==> config.mk <==
export PLATFORM = sky130hd
export DESIGN_NAME = i2c_bit_master
export DESIGN_NICKNAME = d
export VERILOG_FILES = /design/src/rtl/i2cm_pkg.sv /design/src/rtl/i2cm_qtick.sv /design/src/rtl/i2cm_sync.sv /design/src/rtl/i2c_bit_master.sv
export SDC_FILE = /design/constraint.sdc
export NUM_CORES = 1
export LEC_CHECK = 0
export ABC_AREA = 1
export BUFFER_PORTS_ARGS = -buffer_cell sky130_fd_sc_hd__buf_2
export CELL_PAD_IN_SITES_DETAIL_PLACEMENT = 0
export CELL_PAD_IN_SITES_GLOBAL_PLACEMENT = 2
export CORE_MARGIN = 5
export CORE_UTILIZATION = 34
export CTS_CLUSTER_DIAMETER = 40
export CTS_CLUSTER_SIZE = 16
export DETAILED_ROUTE_END_ITERATION = 8
export GPL_TIMING_DRIVEN = 0
export PLACE_DENSITY_LB_ADDON = 0.3
export REMOVE_ABC_BUFFERS = 1
export SYNTH_ARGS = -nofsm -noshare
export SYNTH_HDL_FRONTEND = slang
export SYNTH_SLANG_ARGS = --single-unit
==> constraint.sdc <==
create_clock -name clk -period 2.7 [get_ports clk]
set_input_delay 0 -clock clk [delete_from_list [all_inputs] [get_ports clk]]
set_output_delay 0 -clock clk [all_outputs]
set_load 0.03 [all_outputs]
==> src/rtl/i2cm_pkg.sv <==
package i2cm_pkg;
    typedef enum logic [1:0] {
        OP_START = 2'd0,
        OP_WRITE = 2'd1,
        OP_READ  = 2'd2,
        OP_STOP  = 2'd3
    } op_e;

    typedef enum logic [4:0] {
        S_IDLE, S_ST_REL, S_ST_SDA, S_ST_LOW, S_ST_SCLL, S_WAIT_HI,
        S_WR_WAIT, S_WR_BIT, S_WA_WAIT, S_WA_SDA, S_WA_HI, S_WA_LO,
        S_RD_LO, S_RA_WAIT, S_RA_BIT, S_RA_LO, S_RA_END,
        S_SP_SCL, S_SP_SDA, S_SP_REL
    } st_e;
endpackage

==> src/rtl/i2cm_qtick.sv <==
module i2cm_qtick #(
    parameter int DIV_W = 8
) (
    input  logic             clk,
    input  logic             rst_n,
    input  logic             restart,
    input  logic [DIV_W-1:0] div,
    output logic             tick
);
    logic [DIV_W-1:0] pc;

    always_ff @(posedge clk or negedge rst_n) begin
        if (!rst_n)                   pc <= '0;
        else if (restart || pc == div) pc <= '0;
        else                          pc <= pc + DIV_W'(1);
    end

    assign tick = (pc == div);


    tick_pulse_chk: assert property (@(posedge clk) disable iff (!rst_n)
        (tick && div != '0) |=> (!tick || div == '0));
endmodule

==> src/rtl/i2cm_sync.sv <==
module i2cm_sync #(
    parameter int W      = 2,
    parameter int STAGES = 2
) (
    input  logic         clk,
    input  logic         rst_n,
    input  logic [W-1:0] d,
    output logic [W-1:0] q
);
    logic [W-1:0] ff [STAGES];

    genvar g;
    generate
        for (g = 0; g < STAGES; g++) begin : g_stage
            always_ff @(posedge clk or negedge rst_n) begin
                if (!rst_n)      ff[g] <= '1;
                else if (g == 0) ff[g] <= d;
                else             ff[g] <= ff[(g == 0) ? 0 : g-1];
            end
        end
    endgenerate

    assign q = ff[STAGES-1];
endmodule

==> src/rtl/i2c_bit_master.sv <==
module i2c_bit_master
    import i2cm_pkg::*;
#(
    parameter int DIV_W       = 8,
    parameter int STRETCH_MAX = 8,
    parameter int START_TRIES = 4
) (
    input  logic             clk,
    input  logic             rst_n,
    input  logic [DIV_W-1:0] qdiv,
    input  logic             cmd_valid,
    input  logic [1:0]       cmd_op,
    input  logic [7:0]       cmd_wdata,
    input  logic             cmd_last,
    output logic             ready,
    output logic             done,
    output logic             ok,
    output logic             ack_rx,
    output logic [7:0]       rdata,
    input  logic             scl_in,
    input  logic             sda_in,
    output logic             scl_pull,
    output logic             sda_pull
);
    localparam int CNT_MAX = (STRETCH_MAX > START_TRIES) ?
                             ((STRETCH_MAX > 2) ? STRETCH_MAX : 2) :
                             ((START_TRIES > 2) ? START_TRIES : 2);
    localparam int CNT_W = $clog2(CNT_MAX + 1);
    localparam logic [CNT_W-1:0] C_STR  = CNT_W'(STRETCH_MAX);
    localparam logic [CNT_W-1:0] C_TRY  = CNT_W'(START_TRIES - 1);
    localparam logic [CNT_W-1:0] C_ONE  = CNT_W'(1);
    localparam logic [CNT_W-1:0] C_TWO  = CNT_W'(2);

    st_e              st, nxt, ret;
    logic [CNT_W-1:0] cnt;
    logic [2:0]       bitn;
    logic [7:0]       shreg;
    logic             last_q, scl_low, sda_low;
    logic             scl_s, sda_s, tick, fin, fin_ok;

    i2cm_sync #(.W(2), .STAGES(2)) u_sync (
        .clk(clk), .rst_n(rst_n), .d({scl_in, sda_in}), .q({scl_s, sda_s})
    );

    i2cm_qtick #(.DIV_W(DIV_W)) u_tick (
        .clk(clk), .rst_n(rst_n), .restart(nxt != st), .div(qdiv), .tick(tick)
    );

    // next-state logic
    always_comb begin
        nxt    = st;
        fin    = 1'b0;
        fin_ok = 1'b0;
        unique case (st)
            S_IDLE: if (cmd_valid) begin
                case (cmd_op)
                    OP_START: nxt = S_ST_REL;
                    OP_WRITE: nxt = S_WR_WAIT;
                    OP_READ:  nxt = S_WAIT_HI;
                    default:  nxt = S_SP_SCL;
                endcase
            end
            S_ST_REL:  if (tick) nxt = S_ST_SDA;
            S_ST_SDA:  if (tick) begin
                if (sda_s)             nxt = S_WAIT_HI;
                else if (cnt == C_TRY) fin = 1'b1;
            end
            S_ST_LOW:  if (tick) nxt = S_ST_SCLL;
            S_ST_SCLL: if (tick) begin fin = 1'b1; fin_ok = 1'b1; end
            S_WAIT_HI: if (tick) begin
                if (cnt != '0 && scl_s) nxt = ret;
                else if (cnt == C_STR)  fin = 1'b1;
            end
            S_WR_WAIT: if (tick) nxt = S_WR_BIT;
            S_WR_BIT:  if (tick) nxt = S_WAIT_HI;
            S_WA_WAIT: if (tick) nxt = S_WA_SDA;
            S_WA_SDA:  if (tick) nxt = S_WAIT_HI;
            S_WA_HI:   if (tick && cnt == C_ONE) nxt = S_WA_LO;
            S_WA_LO:   if (tick && cnt == C_ONE) begin fin = 1'b1; fin_ok = ack_rx; end
            S_RD_LO:   if (tick && cnt == C_ONE) nxt = (bitn == 3'd0) ? S_RA_WAIT : S_WAIT_HI;
            S_RA_WAIT: if (tick) nxt = S_RA_BIT;
            S_RA_BIT:  if (tick) nxt = S_WAIT_HI;
            S_RA_LO:   if (tick) nxt = S_RA_END;
            S_RA_END:  if (tick) begin fin = 1'b1; fin_ok = 1'b1; end
            S_SP_SCL:  if (tick) nxt = S_SP_SDA;
            S_SP_SDA:  if (tick) nxt = S_WAIT_HI;
            S_SP_REL:  if (tick) begin
                if (sda_s)             begin fin = 1'b1; fin_ok = 1'b1; end
                else if (cnt == C_TWO) fin = 1'b1;
            end
            default:   nxt = S_IDLE;
        endcase
        if (fin) nxt = S_IDLE;
    end

    // state register
    always_ff @(posedge clk or negedge rst_n) begin
        if (!rst_n) st <= S_IDLE;
        else        st <= nxt;
    end

    // outputs and datapath, driven on entry to the next state
    always_ff @(posedge clk or negedge rst_n) begin
        if (!rst_n) begin
            scl_low <= 1'b0; sda_low <= 1'b0; done <= 1'b0; ok <= 1'b0;
            ack_rx  <= 1'b0; rdata <= '0; shreg <= '0; bitn <= '0;
            ret     <= S_IDLE; cnt <= '0; last_q <= 1'b0;
        end else begin
            done <= fin;
            if (fin) ok <= fin_ok;
            if (nxt != st)                   cnt <= '0;
            else if (tick && st != S_IDLE)   cnt <= cnt + C_ONE;

            if (st == S_IDLE && cmd_valid) begin
                shreg  <= cmd_wdata;
                bitn   <= 3'd7;
                last_q <= cmd_last;
                if (cmd_op == OP_READ) begin
                    ret     <= S_RD_LO;
                    sda_low <= 1'b0;
                end
            end

            if (nxt != st) begin
                case (nxt)
                    S_ST_REL, S_WAIT_HI:                 scl_low <= 1'b0;
                    S_ST_SDA, S_WA_SDA, S_RA_END, S_SP_REL: sda_low <= 1'b0;
                    S_ST_LOW, S_SP_SDA:                  sda_low <= 1'b1;
                    S_ST_SCLL, S_WR_WAIT, S_WA_WAIT, S_WA_LO,
                    S_RD_LO, S_RA_LO, S_SP_SCL:          scl_low <= 1'b1;
                    S_WR_BIT:                            sda_low <= ~shreg[bitn];
                    S_RA_BIT:                            sda_low <= ~last_q;
                    default: ;
                endcase
            end

            if (nxt == S_WAIT_HI && st != S_WAIT_HI) begin
                case (st)
                    S_ST_SDA: ret <= S_ST_LOW;
                    S_WR_BIT: begin
                        ret  <= (bitn == 3'd0) ? S_WA_WAIT : S_WR_WAIT;
                        bitn <= bitn - 3'd1;
                    end
                    S_WA_SDA: ret <= S_WA_HI;
                    S_RD_LO:  begin ret <= S_RD_LO; bitn <= bitn - 3'd1; end
                    S_RA_BIT: ret <= S_RA_LO;
                    S_SP_SDA: ret <= S_SP_REL;
                    default: ;
                endcase
            end
            if (st == S_WAIT_HI && nxt == S_RD_LO) shreg  <= {shreg[6:0], sda_s};
            if (st == S_WAIT_HI && nxt == S_WA_HI) ack_rx <= ~sda_s;
            if (st == S_RD_LO && nxt == S_RA_WAIT) rdata  <= shreg;
        end
    end

    assign ready    = (st == S_IDLE);
    assign scl_pull = scl_low;
    assign sda_pull = sda_low;


    data_stable_chk: assert property (@(posedge clk) disable iff (!rst_n)
        (st == S_WAIT_HI && $past(st) == S_WAIT_HI) |-> $stable(sda_pull));

    stretch_bound_chk: assert property (@(posedge clk) disable iff (!rst_n)
        (st == S_WAIT_HI) |-> (cnt <= C_STR));

    done_pulse_chk: assert property (@(posedge clk) disable iff (!rst_n)
        done |=> !done);

    done_idle_chk: assert property (@(posedge clk) disable iff (!rst_n)
        done |-> ready);

    reset_rel_chk: assert property (@(posedge clk)
        !rst_n |=> (!scl_pull && !sda_pull));
endmodule

==> results of run 1 <==
worst max-delay path, cell delays in order, from the launching register on:
cell and delay (ps):
sky130_fd_sc_hd__dfrtp_2 500, sky130_fd_sc_hd__inv_4 130, sky130_fd_sc_hd__nor2_4 50, sky130_fd_sc_hd__nand2_4 110
sky130_fd_sc_hd__nand2_1 80, sky130_fd_sc_hd__nand2_2 110, sky130_fd_sc_hd__inv_2 50, sky130_fd_sc_hd__nor2_4 120
sky130_fd_sc_hd__nand2_1 90, sky130_fd_sc_hd__a21oi_1 170, sky130_fd_sc_hd__nand3_2 110, sky130_fd_sc_hd__nand2_1 90
sky130_fd_sc_hd__nand2_2 90, sky130_fd_sc_hd__nor2_4 160, sky130_fd_sc_hd__nand2_2 120, sky130_fd_sc_hd__nor2_4 220
sky130_fd_sc_hd__o21ai_4 130, sky130_fd_sc_hd__nand2_4 120, sky130_fd_sc_hd__inv_4 40, sky130_fd_sc_hd__a21oi_2 110
final cells by class:
class                           count  area share, %
Inverter                           88           7.06
Clock inverter                      2          0.330
Timing Repair Buffer               85           12.8
Tap cell                          140           3.56
Multi-Input combinational cell    377           48.6
Clock buffer                        6           1.47
Sequential cell                    51           26.2
layer usage:
metal  vias up  wire length [µm]
met5         -                 0
met2        50              5200
li1       1837                 -
met4         0               162
met3        12               357
met1      1668              5050
power groups by stage:
stage	Sequential, mW	Clock, mW	Combinational, mW
floorplan	1.06	0	1.50
global placement	1.06	0	2.01
detailed placement	1.06	0	2.01
CTS	1.04	0.492	2.10
global route	1.09	0.513	2.77
finish	1.07	0.468	2.51
registers in the layout, indices dropped and copies added, names as in the netlist, 2 cells and up:
name,flops
rdata,8
shreg,8
u_tick.pc,8
ret,5
st,5
cnt,4
bitn,3
u_sync.ff,2
u_sync.q,2
repair_timing:
action                                 4_1_cts  5_1_grt
resized for setup                           19       60
hold buffers                                12        0
endpoints found under the hold margin       58        0
setup buffers                                5       31
gates cloned                                 0        1
pin swaps                                    1       36
setup endpoints to repair                   39       37
stage by stage:
step | cell area, µm² | util, % | setup slack, ps | hold WS, ps
floorplan | 3720 | - | 212 | -296
CTS | 4390 | 40.5 | 2.34 | 280
global placement | 4080 | 37.6 | -383 | 105
detailed placement | 4080 | 37.6 | -374 | 107
global route | 4920 | 45.4 | -127 | 312
finish | 4920 | 45.4 | 22.0 | 298
logic make-up (layout without fill, tap and decap cells):
| kind of cell | after synthesis | count (layout) | synth area share (%) |
|---|---|---|---|
| adder cells (fa/ha/maj) | 11 | 11 | 3.67 |
| AND/OR/NAND/NOR | 293 | 294 | 40.0 |
| flip-flops | 51 | 51 | 34.2 |
| multiplexers | 1 | 1 | 0.267 |
| XOR/XNOR | 11 | 11 | 2.57 |
| AO/OA/AOI/OAI | 60 | 60 | 9.57 |
| buffers and inverters | 93 | 181 | 9.81 |
cell usage after synthesis, types with 3 or more instances:
library cell                 n
sky130_fd_sc_hd__xnor2_1     4
sky130_fd_sc_hd__nor2_4     10
sky130_fd_sc_hd__dfstp_2     4
sky130_fd_sc_hd__nor2_2      9
sky130_fd_sc_hd__nor3b_2     4
sky130_fd_sc_hd__nand4_1    12
sky130_fd_sc_hd__nand3_2     4
sky130_fd_sc_hd__a21oi_1    17
sky130_fd_sc_hd__inv_2      17
sky130_fd_sc_hd__nor2_1     52
sky130_fd_sc_hd__nor3_2      3
sky130_fd_sc_hd__o21ai_0    15
sky130_fd_sc_hd__nand2_4     6
sky130_fd_sc_hd__nor3_1      4
sky130_fd_sc_hd__ha_1       11
sky130_fd_sc_hd__xor2_1      7
sky130_fd_sc_hd__o21ai_1    10
sky130_fd_sc_hd__nand2_1   139
sky130_fd_sc_hd__nand3_1    32
sky130_fd_sc_hd__nand2_2    10
sky130_fd_sc_hd__o221ai_1    9
sky130_fd_sc_hd__dfrtp_1    47
sky130_fd_sc_hd__inv_1      68
worst paths after layout:
check,endpoint,depth (start not counted)
setup / recovery,ret[2],19
hold / removal,last_q,6
setup reg to reg,ret[2],19
hold reg to reg,u_sync.q[0],0
max in group asynchronous,u_tick.pc[0],2
min in group asynchronous,rdata[4],2
==> parameters.txt, run 1 <==
Parameter                              Value

Status
  Status    finished clean

Setup path
  Crit path capture type    flip-flop
  FF-to-FF Start    st[2]
  Crit start category    flip-flop
  R2R setup slack    about 22 ps
  Setup Crit Path Kind    reg -> reg
  Arrival time at the worst endpoint    around 3000 ps
  Worst setup startpoint    st[2]
  Critical path fanouts, max    6
  Worst Path Required    about 3000 ps

Routing
  Avg Vias per Cell    roughly 4.8
  Number of vias in the routed layout    between 3000 and 4000
  First DRT Iteration DRCs    ~120
  Number of optimization iterations in the first detailed-route pass    6
  DRC violation count after routing    0
  Total Routed Length    between 10000 and 15000 µm
  Avg WL per Cell    14.4 µm
  Count of nets left with antenna violations after detail routing    0

Place
  Count of input and output buffers    37
  Final weighted congestion of routability-driven global placement    approximately 0.84
  Placed wire-length estimate after detailed placement    7990 µm
  Placed instance count    692

Clock tree
  Clock latency on the worst-skew pair    about 320 ps
  Number of clock buffers inserted by TritonCTS    5
  Clock sink total    a little over 50
  Maximum count of clock buffers along a single path    2
  Clock transition at the registers of the reported paths    100 ps
  Clock tree from TritonCTS    yes
  Clock H-tree levels    2
  Root Driver    sky130_fd_sc_hd__clkbuf_8

Floorplan
  Core Region    between 10000 and 15000 µm²
  Starting density of the core    34.6%
  I/O pins    38
  Die area    roughly 13000 µm²
  X dimension of the die    115 µm
  Count of standard-cell rows    38
  Overall die height    115 µm

Timing
  Setup repair after global routing missed its margin    true
  Setup TNS    0 ps
  Worst Tran Pin Value    roughly 1200 ps
  Final number of setup-violating endpoints    0
  Highest clock frequency the design can meet    about 0.37 GHz
  Final min period    between 2000 and 3000 ps
  Final worst clock skew    around 11 ps
  Max Transition Viols Final    0
  Final Cycle Share    99.2%
  Hold violation count in the final report    0
  Max-slew headroom at the worst pin    around 22%

Min path
  Hold Startpoint    cmd_valid
  Tightest Hold Check Type    in -> reg

Finish
  Antenna diodes    0
  Area occupied by multi-input gates    roughly 2400 µm²
  Net count, final    about 640
  Top library cells by usage in the layout, fill and taps aside    sky130_fd_sc_hd__nand2_1 (125), sky130_fd_sc_hd__inv_1 (66), sky130_fd_sc_hd__nor2_1 (44), sky130_fd_sc_hd__dfrtp_1 (40), sky130_fd_sc_hd__buf_2 (37)
  Most frequent standard cell in the layout excluding fill and tap cells    sky130_fd_sc_hd__nand2_1
  Fill count    approximately 1100
  Final cell count without fillers    749
  Area growth syn-to-layout    31.3%
  Ratio of cells with drive above 1 in the final layout    roughly a third
  Sequential Area    around 1300 µm²

Power and ir drop
  Sequential fraction of design power    a little over a quarter
  Clock share of power    between 10% and 20%
  Internal power    roughly 2.0 mW
  Net switching power of the design    2.02 mW
  Overall power    4.05 mW
  Combinational power share    62.1%
  Static leakage power    about 2.5 nW
  Max IR drop VDD    between 400 and 500 µV
  Power density over the cells    821 nW/µm²
  Switching share of power    between 40% and 50%

Flow run
  Maximum Capacitance Violations    0

Synthesis
  Main synth FF type    sky130_fd_sc_hd__dfrtp_1
  Mapped cell area    ~3800 µm²
  Post-synthesis async set-or-reset flop share    100%
  Sequential-to-total area share from yosys stat    34.2%
  Avg Synthesized Cell Area    roughly 7.2 µm²
  Register bit count reported by yosys    roughly 50
  Largest cells by area after synthesis    sky130_fd_sc_hd__dfrtp_1 (31%), sky130_fd_sc_hd__nand2_1 (14%), sky130_fd_sc_hd__inv_1 (6.8%), sky130_fd_sc_hd__nor2_1 (5.2%), sky130_fd_sc_hd__nand3_1 (4.3%)
  Dominant cell type by area after synthesis    sky130_fd_sc_hd__dfrtp_1
  Count of flip-flops with a built-in enable after synthesis    0
  Number of instances in the synthesized netlist    520
  Number of different library cells in the post-synthesis netlist    43
  Synth top area share    31.4%
  YS warnings    0

Global route
  Global Route met1 Usage    between 20% and 30%
  Met3 Resource Use GR    between 3 and 4%
  Maximum number of pins on one net before global-route repair    between 50 and 60
  Total track usage    16.7%
  Grt met2 use    around 29%
  Number of global-route vias before repair    between 3000 and 4000
  First-pass GRT wire length    around 18000 µm
  GRT busiest layer    met2
  Initial antenna violation count    0
  Total congestion overflow after global routing    0
(Power assumes the default switching activity.)
==> run 2: changes to the inputs <==
Settings changed: CORE_UTILIZATION 34 to 37.
Clock period 2.7 ns to 3.42 ns, I/O delays scaled along.
==> run 2 against run 1 <==
Net effect:
- setup slack better by 350 ps
- via count is 5.5% lower
- utilization is 1.8 points lower
- non-clock buffer count is 36 lower
- sequential share of layout area is 3.7 points higher
- sequential cell count stayed put
- highest routed layer unchanged
- clock skew is 4.9 ps lower
- die area is 7.4% lower
==> parameters.txt, run 2 (synthesis gave the netlist of run 1 again) <==
Parameter                              Value

Min path
  Hold Startpoint    cmd_valid (unchanged)
  Tightest Hold Check Type    in -> reg (unchanged)

Clock tree
  Number of clock buffers inserted by TritonCTS    5 (unchanged)
  Root Driver    sky130_fd_sc_hd__clkbuf_8 (unchanged)
  Clock tree from TritonCTS    yes (unchanged)
  Clock latency on the worst-skew pair    310 ps (was 320 ps)
  Clock sink total    51 (unchanged)
  Maximum count of clock buffers along a single path    2 (unchanged)
  Clock transition at the registers of the reported paths    100 ps (about the same)
  Clock H-tree levels    2 (unchanged)

Place
  Count of input and output buffers    37 (unchanged)
  Final weighted congestion of routability-driven global placement    0.853 (was 0.842)
  DP Area    4070 µm² (was 4080 µm²)
  Placed wire-length estimate after detailed placement    7900 µm (was 7990 µm)

Power and ir drop
  Static leakage power    2.26 nW (was 2.55 nW)
  Switching share of power    51.2% (was 49.9%)
  Internal power    1.36 mW (was 2.03 mW)
  Net switching power of the design    1.42 mW (was 2.02 mW)
  Max IR drop VDD    338 µV (was 495 µV)
  Sequential fraction of design power    29.7% (was 26.4%)
  Combinational power share    57.2% (was 62.1%)
  Clock share of power    13.2% (was 11.6%)
  Power density over the cells    649 nW/µm² (was 821 nW/µm²)

Floorplan
  Overall die height    111 µm (was 115 µm)
  Count of standard-cell rows    36 (was 38)
  X dimension of the die    111 µm (was 115 µm)
  Starting density of the core    38.2% (was 34.6%)
  I/O pins    38 (unchanged)
  Core Region    9820 µm² (was 10800 µm²)
  Die area    12300 µm² (was 13200 µm²)

Setup path
  Critical path fanouts, max    15 (was 6)
  Arrival time at the worst endpoint    3290 ps (was 2920 ps)
  FF-to-FF Start    st[2] (unchanged)
  Crit path capture type    flip-flop (unchanged)
  Worst setup startpoint    st[2] (unchanged)
  Setup Crit Path Kind    reg -> reg (unchanged)
  Crit start category    flip-flop (unchanged)
  Worst Path Required    3660 ps (was 2940 ps)
  R2R setup slack    370 ps (was 20 ps)

Routing
  Total Routed Length    9830 µm (was 10800 µm)
  Number of optimization iterations in the first detailed-route pass    4 (was 6)
  Avg Vias per Cell    4.78 (was 4.76)
  Count of nets left with antenna violations after detail routing    0 (unchanged)
  Number of vias in the routed layout    3372 (was 3567)
  First DRT Iteration DRCs    146 (was 124)
  Avg WL per Cell    13.9 µm (was 14.4 µm)
  DRC violation count after routing    0 (unchanged)

Global route
  Maximum number of pins on one net before global-route repair    52 (unchanged)
  Total congestion overflow after global routing    0 (unchanged)
  Number of global-route vias before repair    3396 (was 3535)
  First-pass GRT wire length    16900 µm (was 17500 µm)
  Total track usage    16.9% (was 16.7%)
  Initial antenna violation count    0 (unchanged)

Finish
  Top library cells by usage in the layout, fill and taps aside    sky130_fd_sc_hd__nand2_1 (139), sky130_fd_sc_hd__inv_1 (68), sky130_fd_sc_hd__nor2_1 (52), sky130_fd_sc_hd__dfrtp_1 (46), sky130_fd_sc_hd__buf_2 (37) (was sky130_fd_sc_hd__nand2_1 (125), sky130_fd_sc_hd__inv_1 (66), sky130_fd_sc_hd__nor2_1 (44), sky130_fd_sc_hd__dfrtp_1 (40), sky130_fd_sc_hd__buf_2 (37))
  Final Cell Area    4280 µm² (was 4920 µm²)
  Ratio of cells with drive above 1 in the final layout    21.3% (was 34.2%)
  Sequential Area    1280 µm² (was 1290 µm²)
  Fill count    1054 (was 1110)
  Most frequent standard cell in the layout excluding fill and tap cells    sky130_fd_sc_hd__nand2_1 (unchanged)
  Area occupied by multi-input gates    2100 µm² (was 2390 µm²)
  Antenna diodes    0 (unchanged)
  Area growth syn-to-layout    14.2% (was 31.3%)
  Registers with the highest flip-flop counts    rdata (8), shreg (8), u_tick.pc (8) (unchanged)
  Net count, final    606 (was 643)

Flow run
  Maximum Capacitance Violations    0 (unchanged)

Timing
  Setup repair after global routing missed its margin    false (was true)
  Max-slew headroom at the worst pin    24.9% (was 21.8%)
  Final Cycle Share    89.0% (was 99.2%)
  Max Transition Viols Final    0 (unchanged)
  Highest clock frequency the design can meet    0.328 GHz (was 0.373 GHz)
  Hold violation count in the final report    0 (unchanged)
  Final min period    3050 ps (was 2680 ps)
  Final worst clock skew    5.63 ps (was 10.5 ps)
  Worst Tran Pin Value    1130 ps (was 1170 ps)
  Final number of setup-violating endpoints    0 (unchanged)
  Setup TNS    0 ps (unchanged)

Status
  Status    finished clean (unchanged)
run 2: layout make-up:
class                   count  area share [%]
inverters                  88            7.83
flip-flops and latches     51            29.9
multi-input cells         376            49.1
clock buffers               5            1.61
well taps                 133            3.88
clock inverters             3           0.555
repair buffers             49            7.13
run 2: critical path: stages (launching register included):
cell	delay [ps]
sky130_fd_sc_hd__dfrtp_1	480
sky130_fd_sc_hd__inv_2	180
sky130_fd_sc_hd__nand2_1	90
sky130_fd_sc_hd__nor2_2	180
sky130_fd_sc_hd__nand2_1	160
sky130_fd_sc_hd__nor2_4	320
sky130_fd_sc_hd__a21oi_1	210
sky130_fd_sc_hd__nand3_1	130
sky130_fd_sc_hd__nor2_1	50
sky130_fd_sc_hd__nand2_1	180
sky130_fd_sc_hd__nand2_4	110
sky130_fd_sc_hd__nor3_4	170
sky130_fd_sc_hd__nand2_2	120
sky130_fd_sc_hd__nor2_4	170
sky130_fd_sc_hd__o21ai_2	140
sky130_fd_sc_hd__nand2_4	110
sky130_fd_sc_hd__inv_2	40
sky130_fd_sc_hd__a21oi_1	130
run 2: metrics by stage:
step / hold slack, ps / setup WS (ps) / cells / power (mW) / utilization, %
2_1_floorplan: -296 / 932 / 515 / 2.02 / -
4_1_cts: 151 / 337 / 705 / 2.82 / 43.6
3_3_place_gp: 106 / 293 / 685 / 2.42 / 41.5
3_5_place_dp: 106 / 354 / 685 / 2.43 / 41.5
6_report: 168 / 375 / 705 / 2.78 / 43.6
5_1_grt: 180 / 137 / 705 / 3.06 / 43.6
run 2: timing repair:
item | CTS | global route
resized for setup | 0 | 1
endpoints found under the setup margin | 0 | 8
buffers inserted | 0 | 0
hold buffers | 12 | 0
endpoints found under the hold margin | 58 | 0
run 2: worst paths after layout:
check                              end  depth (start not counted)
setup / recovery                ret[2]                         17
hold / removal                  last_q                          5
setup reg to reg                ret[2]                         17
hold reg to reg            u_sync.q[1]                          0
max in group asynchronous        st[4]                          2
min in group asynchronous     rdata[4]                          2
run 2: power by group through the flow:
stage | clock network [mW] | registers, mW | logic [mW]
floorplan | 0 | 0.839 | 1.18
global placement | 0 | 0.836 | 1.59
detailed placement | 0 | 0.837 | 1.59
CTS | 0.389 | 0.825 | 1.61
global route | 0.414 | 0.845 | 1.80
finish | 0.366 | 0.824 | 1.59
run 2: layer usage:
layer | part of all wire, % | GRT usage, %
met2 | 47 | 28.4
met1 | 48 | 22.4
met4 | 1.4 | 4.93
met3 | 4.0 | 2.84
met5 | 0 | 0
